### src/rtl/ies_pkg.sv
package ies_pkg;
   typedef enum logic [1:0] {
      SVC_RESET = 2'd0,
      SVC_NMI   = 2'd1,
      SVC_IRQ   = 2'd2
   } svc_e;

   typedef enum logic [2:0] {
      ST_IDLE,
      ST_PUSH_PCH,
      ST_PUSH_PCL,
      ST_PUSH_ST,
      ST_VEC_LO,
      ST_VEC_HI,
      ST_VEC_CAP,
      ST_DONE
   } seq_e;
endpackage

### src/rtl/ies_arbiter.sv
module ies_arbiter #(
   parameter int DW       = 8,
   parameter int N_SRC    = 4,
   parameter int I_BIT    = 2,
   parameter bit NMI_EDGE = 1'b1
) (
   input  logic             clk,
   input  logic             rst_n,
   input  logic             go_i,
   input  logic             nmi_i,
   input  logic [N_SRC-1:0] irq_src_i,
   input  logic             jammed_i,
   input  logic [DW-1:0]    st_i,
   input  logic             entry_done_i,
   output logic             take_nmi_o,
   output logic             take_irq_o,
   output logic             nmi_pend_o
);
   logic nmi_q;
   logic nmi_set;
   logic irq_any;
   logic mask_q;

   if (I_BIT >= DW) begin : g_bad_ibit
      $error("ies_arbiter: I_BIT outside status width");
   end

   if (NMI_EDGE) begin : g_nmi_edge
      assign nmi_set = nmi_i & ~nmi_q;
   end else begin : g_nmi_level
      assign nmi_set = nmi_i;
   end

   if (N_SRC == 1) begin : g_one_src
      assign irq_any = irq_src_i[0];
   end else begin : g_many_src
      assign irq_any = |irq_src_i;
   end

   assign take_nmi_o = go_i & nmi_pend_o & ~jammed_i;
   assign take_irq_o = go_i & ~nmi_pend_o & irq_any & ~mask_q & ~jammed_i;

   always_ff @(posedge clk or negedge rst_n) begin
      if (!rst_n) begin
         nmi_q      <= 1'b0;
         nmi_pend_o <= 1'b0;
         mask_q     <= 1'b1;
      end else begin
         nmi_q      <= nmi_i;
         nmi_pend_o <= (nmi_pend_o & ~take_nmi_o) | nmi_set;
         if (entry_done_i)
            mask_q <= 1'b1;
         else if (go_i && !(take_nmi_o || take_irq_o))
            mask_q <= st_i[I_BIT];
      end
   end

   // a pending NMI is only dropped by being taken
   p_nmi_held_r7: assert property (@(posedge clk) disable iff (!rst_n)
      (nmi_pend_o && !take_nmi_o) |=> nmi_pend_o);

   // a halted engine never gets an interrupt
   p_jam_blocks_r11: assert property (@(posedge clk) disable iff (!rst_n)
      jammed_i |-> !(take_nmi_o || take_irq_o));
endmodule

### src/rtl/ies_bus_mux.sv
module ies_bus_mux
   import ies_pkg::*;
#(
   parameter int AW         = 16,
   parameter int DW         = 8,
   parameter int STACK_PAGE = 'h01,
   parameter int B_BIT      = 4,
   parameter int U_BIT      = 5,
   parameter int NMI_VEC    = 'hFFFA,
   parameter int RST_VEC    = 'hFFFC,
   parameter int IRQ_VEC    = 'hFFFE
) (
   input  seq_e          state_i,
   input  svc_e          kind_i,
   input  logic [DW-1:0] sp_i,
   input  logic [AW-1:0] pc_i,
   input  logic [DW-1:0] st_i,
   output logic [AW-1:0] addr_o,
   output logic [DW-1:0] wdata_o,
   output logic          we_o,
   output logic          re_o
);
   localparam int            PW     = AW - DW;
   localparam logic [PW-1:0] PAGE   = PW'(STACK_PAGE);
   localparam logic [DW-1:0] ONE    = {{(DW-1){1'b0}}, 1'b1};
   localparam logic [DW-1:0] B_MASK = ONE << B_BIT;
   localparam logic [DW-1:0] U_MASK = ONE << U_BIT;

   logic [AW-1:0] vec_base;

   always_comb begin
      unique case (kind_i)
         SVC_NMI: vec_base = AW'(NMI_VEC);
         SVC_IRQ: vec_base = AW'(IRQ_VEC);
         default: vec_base = AW'(RST_VEC);
      endcase
   end

   always_comb begin
      addr_o  = {PAGE, sp_i};
      wdata_o = '0;
      we_o    = 1'b0;
      re_o    = 1'b0;
      unique case (state_i)
         ST_PUSH_PCH: begin
            we_o    = 1'b1;
            wdata_o = pc_i[AW-1 -: DW];
         end
         ST_PUSH_PCL: begin
            we_o    = 1'b1;
            wdata_o = pc_i[DW-1:0];
         end
         ST_PUSH_ST: begin
            we_o    = 1'b1;
            wdata_o = (st_i & ~B_MASK) | U_MASK;
         end
         ST_VEC_LO: begin
            re_o   = 1'b1;
            addr_o = vec_base;
         end
         ST_VEC_HI: begin
            re_o   = 1'b1;
            addr_o = vec_base + AW'(1);
         end
         default: ;
      endcase
   end
endmodule

### src/rtl/irq_entry_seq.sv
module irq_entry_seq
   import ies_pkg::*;
#(
   parameter int AW         = 16,
   parameter int DW         = 8,
   parameter int N_IRQ_SRC  = 4,
   parameter int STACK_PAGE = 'h01,
   parameter int I_BIT      = 2,
   parameter int B_BIT      = 4,
   parameter int U_BIT      = 5,
   parameter int NMI_VEC    = 'hFFFA,
   parameter int RST_VEC    = 'hFFFC,
   parameter int IRQ_VEC    = 'hFFFE,
   parameter int ENTRY_COST = 7,
   parameter bit NMI_EDGE   = 1'b1,
   localparam int COST_W    = $clog2(ENTRY_COST + 1)
) (
   input  logic                 clk,
   input  logic                 rst_n,
   input  logic                 boundary_i,
   input  logic                 nmi_i,
   input  logic [N_IRQ_SRC-1:0] irq_src_i,
   input  logic                 jammed_i,
   input  logic [AW-1:0]        pc_i,
   input  logic [DW-1:0]        sp_i,
   input  logic [DW-1:0]        status_i,
   output logic [AW-1:0]        mem_addr_o,
   output logic                 mem_we_o,
   output logic [DW-1:0]        mem_wdata_o,
   output logic                 mem_re_o,
   input  logic [DW-1:0]        mem_rdata_i,
   output logic                 busy_o,
   output logic                 done_o,
   output logic [1:0]           kind_o,
   output logic [AW-1:0]        pc_o,
   output logic [DW-1:0]        sp_o,
   output logic [DW-1:0]        status_o,
   output logic [COST_W-1:0]    cost_o,
   output logic                 jam_clear_o
);
   localparam logic [DW-1:0] I_MASK = {{(DW-1){1'b0}}, 1'b1} << I_BIT;

   if (AW != 2 * DW) begin : g_bad_width
      $error("irq_entry_seq: address must be two data words wide");
   end
   if (N_IRQ_SRC < 1) begin : g_bad_src
      $error("irq_entry_seq: need at least one IRQ source");
   end
   if (ENTRY_COST < 1) begin : g_bad_cost
      $error("irq_entry_seq: entry cost must be positive");
   end

   seq_e          state;
   svc_e          kind_r;
   svc_e          kind_q;
   logic [AW-1:0] pc_r;
   logic [DW-1:0] sp_r;
   logic [DW-1:0] st_r;
   logic [DW-1:0] lo_r;
   logic          go;
   logic          take_nmi;
   logic          take_irq;
   logic          nmi_pend;

   assign go = boundary_i && (state == ST_IDLE);

   ies_arbiter #(
      .DW(DW), .N_SRC(N_IRQ_SRC), .I_BIT(I_BIT), .NMI_EDGE(NMI_EDGE)
   ) u_arb (
      .clk(clk), .rst_n(rst_n), .go_i(go), .nmi_i(nmi_i),
      .irq_src_i(irq_src_i), .jammed_i(jammed_i), .st_i(status_i),
      .entry_done_i(state == ST_DONE),
      .take_nmi_o(take_nmi), .take_irq_o(take_irq), .nmi_pend_o(nmi_pend)
   );

   ies_bus_mux #(
      .AW(AW), .DW(DW), .STACK_PAGE(STACK_PAGE), .B_BIT(B_BIT),
      .U_BIT(U_BIT), .NMI_VEC(NMI_VEC), .RST_VEC(RST_VEC), .IRQ_VEC(IRQ_VEC)
   ) u_bus (
      .state_i(state), .kind_i(kind_r), .sp_i(sp_r), .pc_i(pc_r),
      .st_i(st_r), .addr_o(mem_addr_o), .wdata_o(mem_wdata_o),
      .we_o(mem_we_o), .re_o(mem_re_o)
   );

   always_ff @(posedge clk or negedge rst_n) begin
      if (!rst_n) begin
         state    <= ST_VEC_LO;
         kind_r   <= SVC_RESET;
         kind_q   <= SVC_RESET;
         pc_r     <= '0;
         sp_r     <= '0;
         st_r     <= '0;
         lo_r     <= '0;
         pc_o     <= '0;
         sp_o     <= '0;
         status_o <= '0;
         cost_o   <= '0;
      end else begin
         unique case (state)
            ST_IDLE: begin
               if (take_nmi || take_irq) begin
                  kind_r <= take_nmi ? SVC_NMI : SVC_IRQ;
                  pc_r   <= pc_i;
                  sp_r   <= sp_i;
                  st_r   <= status_i;
                  state  <= ST_PUSH_PCH;
               end
            end
            ST_PUSH_PCH: begin
               sp_r  <= sp_r - 1'b1;
               state <= ST_PUSH_PCL;
            end
            ST_PUSH_PCL: begin
               sp_r  <= sp_r - 1'b1;
               state <= ST_PUSH_ST;
            end
            ST_PUSH_ST: begin
               sp_r  <= sp_r - 1'b1;
               state <= ST_VEC_LO;
            end
            ST_VEC_LO: state <= ST_VEC_HI;
            ST_VEC_HI: begin
               lo_r  <= mem_rdata_i;
               state <= ST_VEC_CAP;
            end
            ST_VEC_CAP: begin
               pc_o   <= {mem_rdata_i, lo_r};
               kind_q <= kind_r;
               if (kind_r == SVC_RESET) begin
                  sp_o     <= sp_i;
                  status_o <= I_MASK;
                  cost_o   <= '0;
               end else begin
                  sp_o     <= sp_r;
                  status_o <= st_r | I_MASK;
                  cost_o   <= COST_W'(ENTRY_COST);
               end
               state <= ST_DONE;
            end
            ST_DONE: state <= ST_IDLE;
            default: state <= ST_IDLE;
         endcase
      end
   end

   assign busy_o      = (state != ST_IDLE);
   assign done_o      = (state == ST_DONE);
   assign kind_o      = kind_q;
   assign jam_clear_o = done_o && (kind_q == SVC_RESET);

   // stack writes stay in the stack page
   p_stack_page_r2: assert property (@(posedge clk) disable iff (!rst_n)
      mem_we_o |-> (mem_addr_o[AW-1:DW] == (AW-DW)'(STACK_PAGE)));

   // successive pushes step the pointer downward
   p_stack_down_r2: assert property (@(posedge clk) disable iff (!rst_n)
      (mem_we_o && $past(mem_we_o)) |->
      (mem_addr_o[DW-1:0] == $past(mem_addr_o[DW-1:0]) - 1'b1));

   // every interrupt leaves the disable flag set
   p_iflag_set_r4: assert property (@(posedge clk) disable iff (!rst_n)
      (done_o && kind_o != SVC_RESET) |-> status_o[I_BIT]);

   // completion is a single-cycle pulse
   p_done_pulse_r6: assert property (@(posedge clk) disable iff (!rst_n)
      done_o |=> !done_o);

   // an interrupt completion follows its last push by four cycles
   p_push_before_vec_r6: assert property (@(posedge clk) disable iff (!rst_n)
      (done_o && kind_o != SVC_RESET) |-> $past(mem_we_o, 4));

   // a pending NMI wins the boundary
   p_nmi_first_r8: assert property (@(posedge clk) disable iff (!rst_n)
      (go && nmi_pend && !jammed_i) |=>
      (state == ST_PUSH_PCH && kind_r == SVC_NMI));

   // boundaries during a sequence start nothing
   p_busy_ignores_r12: assert property (@(posedge clk) disable iff (!rst_n)
      (busy_o && !done_o) |=> busy_o);
endmodule

### config.mk
export PLATFORM = sky130hd
export DESIGN_NAME = irq_entry_seq
export DESIGN_NICKNAME = d
export VERILOG_FILES = /design/src/rtl/ies_pkg.sv /design/src/rtl/ies_arbiter.sv /design/src/rtl/ies_bus_mux.sv /design/src/rtl/irq_entry_seq.sv
export SDC_FILE = /design/constraint.sdc
export NUM_CORES = 1
export LEC_CHECK = 0
export BUFFER_PORTS_ARGS = -buffer_cell sky130_fd_sc_hd__buf_2
export CAP_MARGIN = 10
export CORE_MARGIN = 8
export CORE_UTILIZATION = 56
export DETAILED_ROUTE_END_ITERATION = 8
export PLACE_DENSITY = 0.85
export SYNTH_ARGS = -nofsm -noshare
export SYNTH_HDL_FRONTEND = slang
export SYNTH_SLANG_ARGS = --single-unit
### constraint.sdc
create_clock -name clk -period 6.4 [get_ports clk]
set_clock_uncertainty 0.15 [all_clocks]
set_input_delay 0.32 -clock clk [delete_from_list [all_inputs] [get_ports clk]]
set_output_delay 0.32 -clock clk [all_outputs]
set_load 0.03 [all_outputs]
==> results.yml <==
die:
  die_w_um: 99.7
  die_y_um: 99.7
  rows: 30
  core_area_sq_um: 6790
  initial_core_util: 0.577
  dieArea_sq_um: 9940
  ios: 115
outcome:
  violations: "negative hold slack"
  status: "finished with violations"
routing:
  avgViaCountPerCell: 5.30
  via_count: 3171
  first_pass_iters: 5
  wl_um: 9390
  postRouteAntennaNets: 0
  avgRoutedWirePerCell_um: 15.7
  drc_errors: 0
  drtIter0Drc: 255
setup_path:
  r2r_setup_slack_ns: 3.48
  arrival_ns: 2.52
  crit_fanout: 15
  critical_path_required_ns: 5.93
  start_kind: "flop"
  endpoint_kind: "output port"
  path_class: "flop to output port"
sta:
  whs_ns: -0.0306
  fin_crit_sh: 0.468
  fin_crit_ns: 2.99
  rsz0062_at_grt: "false"
  worstMarginPinSlew_ns: 1.00
  setup_tns_ns: 0
  setup_viol: 0
  fmax_ghz: 0.334
  fin_ws_ns: 3.41
  hold_viol: 16
  final-max-slew-violation-count: 0
  maxSlewHeadroom: 0.331
worst_hold_path:
  hold_path_class: "input port to async pin"
place:
  detailedPlace.worstSlack_ns: 3.52
  post-dp-hpwl_um: 6760
  port-buffer-count: 113
  gp_congestion: 0.824
synth:
  synth_edf_count: 0
  netlist_area_sq_um: 3920
  syn_area_per_cell_sq_um: 9.91
  synthFlopType: "dfrtp_1"
  synth_area_leaders: "dfrtp_1, nand2_1, mux2_2"
  synth-warning-count: 0
  ys_seq_area_frac: 0.530
  ys_types: 50
  syn_inst: 396
  synth_top_area_frac: 0.517
  yosysTopAreaCell: "dfrtp_1"
  ys_seq_elements: 83
  syn_nets: 452
  async_flop_share: 1.00
clocking:
  clk_pin_slew_ns: 0.09
  cts_buffer_depth: 2
  cts.sinks: 83
  htreeDepth: 3
  cts_tree: "done"
  cts_buffers: 9
  cts_resized: 0
  cts-root-buf: "clkbuf_8"
  clock_latency_ns: 0.35
global_route:
  grt_overflow: 0
  antenna_found_initial: 0
  grt_max_degree: 84
  gr-usage-all-layers: 0.189
  grt_pass1_vias: 3121
  grt_pass1_wl_um: 15000
run:
  cap_viol_max_count: 0
layout:
  drive_gt1_frac: 0.331
  multi_input_area_sq_um: 1600
  final_cell_mix: "nand2_1, buf_2, dfrtp_1"
  area_growth_pct: 20.5
  finalNetCount: 553
  antenna_cells: 0
  regArea_sq_um: 2080
  fillers: 523
  layout_commonest_cell: "nand2_1"
pwr:
  p_leak_uw: 0.00243
  vdd.ir_drop.worst_v: 0.000371
  power_density_nw_per_um2: 591
critical path, cell delays in order, from the launching register on:
cell and delay (ns):
dfrtp_1 0.42, inv_1 0.09, ha_1 0.38, o21ai_1 0.68, mux2_2 0.42, buf_2 0.18
per-stage QoR:
step | std cells | util | total power [uW] | instance area, sq um | hold WS, ns
after detailed placement | 575 | 0.655 | 2410 | 4450 | 0.279
final | 598 | 0.696 | 2790 | 4730 | -0.0306
after CTS | 597 | 0.694 | 2810 | 4720 | 0.000760
after global routing | 598 | 0.696 | 2980 | 4730 | -0.00215
after global placement | 575 | 0.655 | 2360 | 4450 | 0.281
after floorplan | 396 | - | 2030 | 3920 | -0.126
per-layer routing:
metal / share of wire / GRT usage / wire length [um] / vias to the layer above
met5: 0 / 0 / 0 / -
met4: 0.010 / 0.0710 / 97 / 0
met3: 0.065 / 0.0566 / 607 / 9
met2: 0.49 / 0.302 / 4610 / 121
met1: 0.43 / 0.235 / 4080 / 1519
li1: - / - / - / 1522
synthesized netlist by cell type, types with 2 or more instances:
master    count
buf_6         2
nor2b_1       4
clkbuf_1     15
a221o_1       3
nand3_1       2
o21ai_0      25
nand2b_1     11
ha_1          7
mux2_2       27
buf_4        11
a211oi_1      2
o22ai_1       4
dfrtp_1      81
nand2_1     114
nor4_1        2
a21oi_1       5
o211ai_1      2
buf_2         3
a22o_1        2
nor2_1        4
nor3_1        5
dfstp_2       2
a22oi_1       8
mux2i_1      10
or3_1         2
or2_2         3
inv_1        17
final timing paths:
kind / from / endpoint / depth (start not counted)
setup / recovery: state[0]$_DFFE_PN0P_ / mem_addr_o[1] / 5
hold / removal: rst_n / pc_o[1]$_DFFE_PN0P_ / 1
setup reg to reg: state[0]$_DFFE_PN0P_ / sp_r[5]$_DFFE_PN0P_ / 7
hold reg to reg: u_arb.nmi_q$_DFF_PN0_ / u_arb.nmi_pend_o$_DFF_PN0_ / 1
max in group asynchronous: rst_n / pc_o[14]$_DFFE_PN0P_ / 1
min in group clk: pc_i[11] / pc_r[11]$_DFFE_PN0P_ / 3
flip-flops by register name (all words and copies together), names as in the netlist:
name              flops
state                 3
kind_o                2
u_arb.mask_q          1
u_arb.nmi_q           1
st_r                  8
kind_r                2
cost_o                1
sp_r                  8
pc_r                 16
status_o              8
pc_o                 16
lo_r                  8
sp_o                  8
u_arb.nmi_pend_o      1
cell type report:
class | count | share of cell area
clock inverters | 5 | 0.0124
well taps | 96 | 0.0254
flip-flops and latches | 83 | 0.440
inverters | 17 | 0.0135
multi-input cells | 264 | 0.339
clock buffers | 11 | 0.0320
repair buffers | 122 | 0.138
where the power goes:
part	switching (uW)	total [uW]	internal, uW
Sequential	181	961	780
Combinational	946	1440	497
Clock	189	391	202
cells by family (layout without fill, tap and decap cells):
kind of cell / after synthesis / in the layout / synth area share
other: 1 / 1 / 0.000956
muxes: 37 / 37 / 0.103
and+or+nand+nor: 154 / 154 / 0.172
buffers and inverters: 49 / 155 / 0.0622
DFF: 83 / 83 / 0.530
adders and majority gates: 7 / 7 / 0.0223
AOI/OAI and AO/OA: 65 / 65 / 0.109
what timing repair did:
| item | CTS | global route |
|---|---|---|
| endpoints found under the hold margin | 6 | 1 |
| hold buffers | 6 | 1 |
| setup buffers | 0 | 0 |
No activity file was read; power rests on OpenSTA's default activity.
